### src/rtl/cfgwin_pkg.sv
package cfgwin_pkg;

  localparam int REQ_AW   = 64;
  localparam int PHYS_AW  = 36;
  localparam int WIN_LOG2 = 14;
  localparam int BASE_W   = PHYS_AW - WIN_LOG2;
  localparam int CFG_DW   = 32;
  localparam int CFG_AW   = 8;
  localparam logic [CFG_AW-1:0] OFS_LO = 8'h48;
  localparam logic [CFG_AW-1:0] OFS_HI = 8'h4C;

  // Offset spans that stay reachable while a lock is active.
  localparam int N_SPANS = 4;
  typedef struct packed {
    logic [WIN_LOG2-1:0] first;
    logic [WIN_LOG2-1:0] last;
  } span_t;

  localparam span_t OPEN_SPANS [N_SPANS] = '{
    '{first: 14'h02B8, last: 14'h02BF},
    '{first: 14'h06B8, last: 14'h06BF},
    '{first: 14'h0CD0, last: 14'h0CFF},
    '{first: 14'h3000, last: 14'h3FFF}
  };

  function automatic logic [BASE_W-1:0] page_of(input logic [REQ_AW-1:0] a);
    return a[PHYS_AW-1:WIN_LOG2];
  endfunction

  function automatic logic beyond_phys(input logic [REQ_AW-1:0] a);
    return |a[REQ_AW-1:PHYS_AW];
  endfunction

  function automatic logic [WIN_LOG2-1:0] offset_of(input logic [REQ_AW-1:0] a);
    return a[WIN_LOG2-1:0];
  endfunction

  function automatic logic inside_span(input logic [WIN_LOG2-1:0] o, input span_t s);
    return (o >= s.first) && (o <= s.last);
  endfunction

endpackage

### src/rtl/cfgwin_regs.sv
module cfgwin_regs
  import cfgwin_pkg::*;
#(
  parameter int BASE_BITS = BASE_W,
  parameter int LOW_BITS  = WIN_LOG2,
  parameter int DW        = CFG_DW,
  parameter int AW        = CFG_AW,
  parameter logic [AW-1:0] LO_ADDR = OFS_LO,
  parameter logic [AW-1:0] HI_ADDR = OFS_HI
) (
  input  logic                 clk,
  input  logic                 rst_n,
  input  logic                 wr_en,
  input  logic                 rd_en,
  input  logic [AW-1:0]        addr,
  input  logic [DW-1:0]        wdata,
  input  logic [DW/8-1:0]      be,
  input  logic                 lock_any,
  output logic [DW-1:0]        rdata,
  output logic [BASE_BITS-1:0] base,
  output logic                 enable
);
  localparam int REG_W = 2 * DW;
  localparam int NBYTE = DW / 8;
  localparam int TOP_USED = BASE_BITS + LOW_BITS - DW;
  localparam logic [REG_W-1:0] EN_MASK   = {{(REG_W-1){1'b0}}, 1'b1};
  localparam logic [REG_W-1:0] BASE_MASK =
    {{(REG_W-BASE_BITS){1'b0}}, {BASE_BITS{1'b1}}} << LOW_BITS;
  localparam logic [REG_W-1:0] WMASK = EN_MASK | BASE_MASK;

  logic [REG_W-1:0] img_q;
  logic [DW-1:0]    lane_bits;
  logic [REG_W-1:0] lane_mask;
  logic             sel_lo, sel_hi, wr_hit, write_go, wr_blocked;
  logic             rd_lo_q, rd_hi_q;

  assign sel_lo = (addr == LO_ADDR);
  assign sel_hi = (addr == HI_ADDR);
  assign wr_hit = wr_en && (sel_lo || sel_hi);
  assign write_go   = wr_hit && !lock_any;
  assign wr_blocked = wr_hit && lock_any;

  for (genvar b = 0; b < NBYTE; b++) begin : g_lane
    assign lane_bits[b*8 +: 8] = {8{be[b]}};
  end

  always_comb begin
    lane_mask = '0;
    if (sel_lo) lane_mask = {{DW{1'b0}}, lane_bits};
    else if (sel_hi) lane_mask = {lane_bits, {DW{1'b0}}};
    lane_mask = lane_mask & WMASK;
  end

  always_ff @(posedge clk) begin
    if (!rst_n) begin
      img_q <= '0;
    end else if (write_go) begin
      img_q <= (img_q & ~lane_mask) | ({wdata, wdata} & lane_mask);
    end
  end

  always_ff @(posedge clk) begin
    if (!rst_n) begin
      rdata   <= '0;
      rd_lo_q <= 1'b0;
      rd_hi_q <= 1'b0;
    end else begin
      rd_lo_q <= rd_en && sel_lo;
      rd_hi_q <= rd_en && sel_hi;
      if (rd_en) begin
        if (sel_lo)      rdata <= img_q[DW-1:0];
        else if (sel_hi) rdata <= img_q[REG_W-1:DW];
        else             rdata <= '0;
      end
    end
  end

  assign base   = img_q[LOW_BITS +: BASE_BITS];
  assign enable = img_q[0];

  // a write presented under lock leaves base and enable untouched
  assert_locked_frozen_R7: assert property (@(posedge clk) disable iff (!rst_n)
    wr_blocked |=> ($stable(base) && $stable(enable)));

  // reserved bits of the low half read as zero
  assert_lo_reserved_zero_R5: assert property (@(posedge clk) disable iff (!rst_n)
    rd_lo_q |-> (rdata[LOW_BITS-1:1] == '0));

  // reserved bits of the high half read as zero
  assert_hi_reserved_zero_R5: assert property (@(posedge clk) disable iff (!rst_n)
    rd_hi_q |-> (rdata[DW-1:TOP_USED] == '0));

endmodule

### src/rtl/cfgwin_match.sv
module cfgwin_match
  import cfgwin_pkg::*;
#(
  parameter int AW_REQ    = REQ_AW,
  parameter int BASE_BITS = BASE_W,
  parameter int LOW_BITS  = WIN_LOG2
) (
  input  logic                 req_valid,
  input  logic [AW_REQ-1:0]    req_addr,
  input  logic [BASE_BITS-1:0] base,
  input  logic                 enable,
  output logic                 hit,
  output logic [LOW_BITS-1:0]  ofs
);
  logic page_eq, out_of_range;

  assign page_eq      = (page_of(req_addr) == base);
  assign out_of_range = beyond_phys(req_addr);
  assign hit = req_valid && enable && page_eq && !out_of_range;
  assign ofs = hit ? offset_of(req_addr) : '0;
endmodule

### src/rtl/cfgwin_allow.sv
module cfgwin_allow
  import cfgwin_pkg::*;
#(
  parameter int LOW_BITS = WIN_LOG2,
  parameter int NSPAN    = N_SPANS
) (
  input  logic [LOW_BITS-1:0] ofs,
  output logic                in_list
);
  logic [NSPAN-1:0] span_hit;

  for (genvar s = 0; s < NSPAN; s++) begin : g_span
    assign span_hit[s] = inside_span(ofs, OPEN_SPANS[s]);
  end

  assign in_list = |span_hit;
endmodule

### src/rtl/cfgwin_decoder.sv
module cfgwin_decoder
  import cfgwin_pkg::*;
#(
  parameter int AW_REQ    = REQ_AW,
  parameter int ADDR_PHYS = PHYS_AW,
  parameter int LOW_BITS  = WIN_LOG2,
  parameter int DW        = CFG_DW,
  parameter int AW        = CFG_AW
) (
  input  logic                clk,
  input  logic                rst_n,
  input  logic                cfg_wr_en,
  input  logic                cfg_rd_en,
  input  logic [AW-1:0]       cfg_addr,
  input  logic [DW-1:0]       cfg_wdata,
  input  logic [DW/8-1:0]     cfg_be,
  output logic [DW-1:0]       cfg_rdata,
  input  logic                lock_trusted,
  input  logic                lock_mgmt,
  input  logic                req_valid,
  input  logic [AW_REQ-1:0]   req_addr,
  output logic                win_claim,
  output logic                win_permit,
  output logic [LOW_BITS-1:0] win_offset
);
  localparam int BASE_BITS = ADDR_PHYS - LOW_BITS;

  logic                 lock_any;
  logic [BASE_BITS-1:0] base;
  logic                 enable;
  logic                 hit;
  logic [LOW_BITS-1:0]  ofs;
  logic                 allow_hit;

  assign lock_any = lock_trusted || lock_mgmt;

  cfgwin_regs #(
    .BASE_BITS(BASE_BITS), .LOW_BITS(LOW_BITS), .DW(DW), .AW(AW)
  ) u_regs (
    .clk(clk), .rst_n(rst_n), .wr_en(cfg_wr_en), .rd_en(cfg_rd_en),
    .addr(cfg_addr), .wdata(cfg_wdata), .be(cfg_be), .lock_any(lock_any),
    .rdata(cfg_rdata), .base(base), .enable(enable)
  );

  cfgwin_match #(
    .AW_REQ(AW_REQ), .BASE_BITS(BASE_BITS), .LOW_BITS(LOW_BITS)
  ) u_match (
    .req_valid(req_valid), .req_addr(req_addr), .base(base),
    .enable(enable), .hit(hit), .ofs(ofs)
  );

  cfgwin_allow #(.LOW_BITS(LOW_BITS)) u_allow (
    .ofs(ofs), .in_list(allow_hit)
  );

  assign win_claim  = hit;
  assign win_offset = ofs;
  assign win_permit = hit && (!lock_any || allow_hit);

  // permission only ever accompanies a claim
  assert_permit_needs_claim_R11: assert property (@(posedge clk) disable iff (!rst_n)
    win_permit |-> win_claim);

  // a claim requires the stored enable bit
  assert_claim_needs_enable_R1: assert property (@(posedge clk) disable iff (!rst_n)
    win_claim |-> enable);

  // under lock, a claim outside every open span is refused
  assert_locked_refuse_R9: assert property (@(posedge clk) disable iff (!rst_n)
    (win_claim && lock_any && !allow_hit) |-> !win_permit);

  // with no lock, every claim is permitted
  assert_unlocked_permit_R8: assert property (@(posedge clk) disable iff (!rst_n)
    (win_claim && !lock_any) |-> win_permit);

endmodule

### config.mk
export PLATFORM = sky130hd
export DESIGN_NAME = cfgwin_decoder
export DESIGN_NICKNAME = d
export VERILOG_FILES = /design/src/rtl/cfgwin_pkg.sv /design/src/rtl/cfgwin_regs.sv /design/src/rtl/cfgwin_match.sv /design/src/rtl/cfgwin_allow.sv /design/src/rtl/cfgwin_decoder.sv
export SDC_FILE = /design/constraint.sdc
export NUM_CORES = 1
export LEC_CHECK = 0
export BUFFER_PORTS_ARGS = -buffer_cell sky130_fd_sc_hd__buf_2
export CORE_UTILIZATION = 41
export CTS_CLUSTER_DIAMETER = 120
export DETAILED_ROUTE_END_ITERATION = 7
export PLACE_DENSITY = 0.78
export SLEW_MARGIN = 20
export SYNTH_ARGS = -nofsm -noshare
export SYNTH_HDL_FRONTEND = slang
export SYNTH_SLANG_ARGS = --single-unit
### constraint.sdc
create_clock -name clk -period 3.05 [get_ports clk]
set_input_delay 0.4575 -clock clk [delete_from_list [all_inputs] [get_ports clk]]
set_output_delay 0.4575 -clock clk [all_outputs]
set_load 0.01 [all_outputs]
Yosys cells after proc, flatten, opt, wreduce, memory -nomap -nowiden
Cells that the tools add are included.
Storage, ports and cells
  register bits: 96
  input port bits: 115
  output and inout port bits: 48
  word-level logic and storage cells: 39
Cells by class
  order comparisons: 8
  equal/unequal tests: 3
  muxes and demuxes: 5
  bitwise gates (word level): 4
  reduce and logical (&&, ||, !) cells: 17
Operators by type and width (count)
  36-bit 2-to-1 mux: 2
  64-bit by 36-bit AND with 64-bit output: 1
  64-bit AND: 1
  32-bit 2-to-1 mux: 2
  36-bit inverter with 64-bit output: 1
  64-bit OR: 1
  28-bit OR reduction: 1
  22-bit == test: 1
  8-bit by 7-bit == test with 1-bit output (second input constant): 2
  14-bit by 10-bit >= comparator with 1-bit output (second input constant): 1
  14-bit by 11-bit >= comparator with 1-bit output (second input constant): 1
  14-bit by 12-bit >= comparator with 1-bit output (second input constant): 1
  14-bit >= comparator (second input constant): 1
  14-bit by 10-bit <= comparator with 1-bit output (second input constant): 1
  14-bit by 11-bit <= comparator with 1-bit output (second input constant): 1
  14-bit by 12-bit <= comparator with 1-bit output (second input constant): 1
  14-bit <= comparator (second input constant): 1
  14-bit 2-to-1 mux: 1
  1-bit logical AND: 10
  4-bit OR reduction: 1
  1-bit logical OR: 3
  1-bit logical NOT: 2

Depth between registers and ports, before layout
  depth after elaboration: 9
  depth in mapped cells: 6
  depth with buffers taken out: 4

Cells and area by module
From an unflattened synthesis, not the netlist that was laid out.
Second synthesis, totals
  cell total of the unflattened synthesis: 331
  area total of the unflattened synthesis: 2912.8 um^2
By module, submodules not included
  cfgwin_regs: instances 1, cells each 245, area each 2255.9 um^2, seq. area each 900.9 um^2
  cfgwin_match: instances 1, cells each 75, area each 560.5 um^2, seq. area each 0.0 um^2
  cfgwin_allow: instances 1, cells each 8, area each 72.6 um^2, seq. area each 0.0 um^2
  cfgwin_decoder: instances 1, cells each 3, area each 23.8 um^2, seq. area each 0.0 um^2

Worst setup path before layout
Ideal clock, no wire load.
  path kind: in2out
  start point: input port req_addr[45]
  end point: output port win_permit
  data arrival time: 1.914 ns
  data required time: 2.592 ns
  setup slack: 0.678 ns
  stages on the path: 5
  buffers on the path: 1
  cells stage by stage: nor4_2 -> nand4_1 -> or4_1 -> buf_6 -> nor4_1
On the way
  cells in the longest elaborated chain, start to end: 9
  elaborated cells on any way between the ends: 19
  classes of those cells: order compare (8); mux (1); reduce/logical (10)
RTL lines
  from (decl): line cfgwin_decoder.sv:21  | input logic [AW_REQ-1:0] req_addr,
  28-bit OR reduction (*): line cfgwin_pkg.sv:31  | return |a[REQ_AW-1:PHYS_AW];
  1-bit logical NOT (*): line cfgwin_match.sv:19  | assign hit = req_valid && enable && page_eq && !out_of_range;
  1-bit logical AND (*): line cfgwin_match.sv:19
  14-bit 2-to-1 mux: line cfgwin_match.sv:20  | assign ofs = hit ? offset_of(req_addr) : '0;
  14-bit by 10-bit >= comparator with 1-bit output (tied with other cells): line cfgwin_pkg.sv:39  | return (o >= s.first) && (o <= s.last);
  1-bit logical AND: line cfgwin_pkg.sv:39
  4-bit OR reduction: line cfgwin_allow.sv:16  | assign in_list = |span_hit;
  1-bit logical OR: line cfgwin_decoder.sv:58  | assign win_permit = hit && (!lock_any || allow_hit);
  1-bit logical AND (*): line cfgwin_decoder.sv:58
  to (decl): line cfgwin_decoder.sv:23  | output logic win_permit,
Mark *: on every way between the ends. The rest lies on a longest branch, timed or not.

==> reports/metrics.cfg <==
[timing]
maxSlewHeadroom_pct=56.2
finalSetupViolCount=0
timing.final.hold_violations=0
fin_ws_ns=0.321
final_min_period_over_clock_period_pct=89.5
worst_clock_skew_ns=0.00641
clock_period_minus_worst_slack_ns=2.73
count_of_pins_over_their_slew_limit=0
max_clock_freq_ghz=0.366
fin_tns_setup_ns=0
worst_slew_pin_slew_ns=0.656
grt_setup_unrepaired=no

[synth]
synthFlopType=dfxtp_1
synth-seq-area-share_pct=35.4
synthDominantCellAreaShare_pct=35.4
synthDominantAreaCellType=dfxtp_1
synthDistinctLibCells=35
number_of_flops_mapped_to_enable_cells_by_yosys=0
yosysWarnings=0
synthesis.area_per_instance_um2=9.29
ys_seq_elements=45
ys_async_sr_fraction_pct=0
yosys-top-cells-area=dfxtp_1 (35%), nor2b_1 (16%), mux2i_1 (9.8%)
synthCells=274
post_synthesis_instance_area_um2=2550

[setup_path]
cp_slowest_stage_delay_ns=0.54
worstPathCellList=xnor2_1, nand4_1, or4_1, buf_4, nor4_1, buf_2
critPathCaptureType=output port
start_kind=flop
crit_path_max_fanout=16
cp.buffers_inverters=2
timing.critical_path.arrival_ns=2.27
timing.critical_path.slowest_stage_cell=or4_1
criticalPathCategory=flop to output port
required_time_at_the_endpoint_of_the_critical_path_ns=2.59
critical_path.top_delay_family=simple AND/OR/NAND/NOR gates

[worst_hold_path]
hp-class=primary input to flop

[place]
gp_congestion=0.713
preCtsSetupSlack_ns=0.367
placed_area_um2=3260
place.detailed.instances=481
port_buffers=142
dp_hpwl_mm=5.72

[cts]
cts_root_buf=clkbuf_8
tritoncts=yes
post_cts_resized=0
cts.sinks=45
insertion_delay_to_the_later_sink_of_the_worst_skew_pair_ns=0.29
htree_levels=2
clkTransAtPathRegs_ns=0.09
max-clock-path-buffers=2
cts_hold_buffers=0
post-cts-setup-buffers=0
cts_made_buffers=5

[routing]
num_vias=2396
total_wire_length_after_detailed_routing_mm=7.14
route.detailed.wl_per_inst_um=14.6
routed-wl-met2_mm=3.55
wl_met1_mm=2.83
drt_iter0_markers=33
drt_pre_antenna_iters=4
met3RoutedLength_um=640
top_sig_layer=met4
route.detailed.vias_per_inst=4.90
drcViolationCount=0
detail-route-antenna-nets=0

[floorplan]
die-area_um2=6530
coreArea_um2=5960
chipWidth_um=80.8
start_util_pct=42.8
die_y_um=80.8
ios=163
placement_rows=28

[pwr]
finalPower_mw=1.19
power-per-cell-area_nw_per_um2=352
static-leakage-power_nw=1.64
ir_drop_v=0.000240

[outcome]
run_status=completed

[finish]
post-route-cell-area_um2=3380
antenna_cells_inserted=0
stdcell_count=489
area_growth_syn_to_layout_pct=32.6
design.final.nets=528
fraction_of_layout_instances_using_a_drive_strength_above_1_pct=41.3

[global_routing]
grt_overflow=0
grt_usage_pct=21.2
global_route_wire_length_before_repair_mm=10.4
grt_antenna_before_repair=0
largest_net_degree_at_the_start_of_global_routing=46
first_global_vias=2349

[job]
cap_violations=0

==> area by class of cell <==
cell class	count	area (µm²)
Sequential cell	45	901
Fill cell	594	2580
Timing Repair Buffer	146	741
Multi-Input combinational cell	201	1470
Inverter	14	52.6
Tap cell	75	93.8
Clock buffer	7	86.3
Clock inverter	1	30.0
==> where the power goes <==
part	internal, mW	leakage [nW]	total (mW)	switching (mW)
registers	0.587	0.362	0.587	0.0000581
logic	0.0728	1.22	0.136	0.0635
clock network	0.267	0.0585	0.464	0.197
total	0.927	1.64	1.19	0.261
==> Yosys cell counts (2+ instances only) <==
| library cell | count |
|---|---|
| nor2b_1 | 66 |
| dfxtp_1 | 45 |
| mux2i_1 | 25 |
| a21oi_1 | 22 |
| inv_1 | 14 |
| xnor2_1 | 14 |
| nor4_1 | 12 |
| buf_4 | 11 |
| nor4_2 | 10 |
| xor2_1 | 8 |
| nand4_1 | 7 |
| clkbuf_1 | 6 |
| nand2_1 | 4 |
| nor3_1 | 3 |
| or4_1 | 3 |
| buf_2 | 2 |
| nand4_2 | 2 |
| nor4b_2 | 2 |
| o22ai_1 | 2 |
==> layer usage <==
layer | vias to the layer above | track usage, %
met5 | - | 0
met4 | 0 | 7.86
met3 | 9 | 5.96
met2 | 114 | 40.4
met1 | 1074 | 21.8
li1 | 1199 | -
==> path summary, 6_finish.rpt <==
kind / endpoint / from / depth (start not counted) / slack, ns
setup / recovery: win_offset[2] / flop / 6 / 0.32
hold / removal: flop / cfg_wdata[29] / 3 / 0.41
setup reg to reg: u_regs.rdata[0] / flop / 4 / 2.14
hold reg to reg: u_regs.rdata[0] / u_regs.rdata[0] / 2 / 0.52
==> through the flow <==
stage               utilization [%]  hold slack, ns
CTS                            56.7           0.408
global placement               54.7           0.504
finish                         56.7           0.413
floorplan                         -           0.508
global route                   56.7           0.411
detailed placement             54.7           0.508
==> worst min-delay path, delay by kind of cell <==
kind	cells	cell delay, ns
buffers and inverters	1	0.08
and+or+nand+nor	1	0.09
muxes	1	0.05
==> logic make-up after synthesis <==
| logic type | synth area share (%) |
|---|---|
| DFF | 35.4 |
| buffers and inverters | 8.16 |
| other | 0.147 |
| and+or+nand+nor | 34.1 |
| xor gates and xnor gates | 7.57 |
| AOI/OAI and AO/OA | 4.82 |
| muxes | 9.83 |
==> cells in the final DEF (no fill, tap or decap), drive strengths merged, types with 2 or more instances in the layout <==
master	n
nor4	23
inv	14
nor4b	2
xnor2	14
buf	146
nor3	4
mux2i	25
nand2	4
xor2	8
a21oi	22
o22ai	2
or4	3
dfxtp	45
clkbuf	7
conb	10
nor2b	66
nand4	9
No activity file was read; power rests on OpenSTA's default activity.
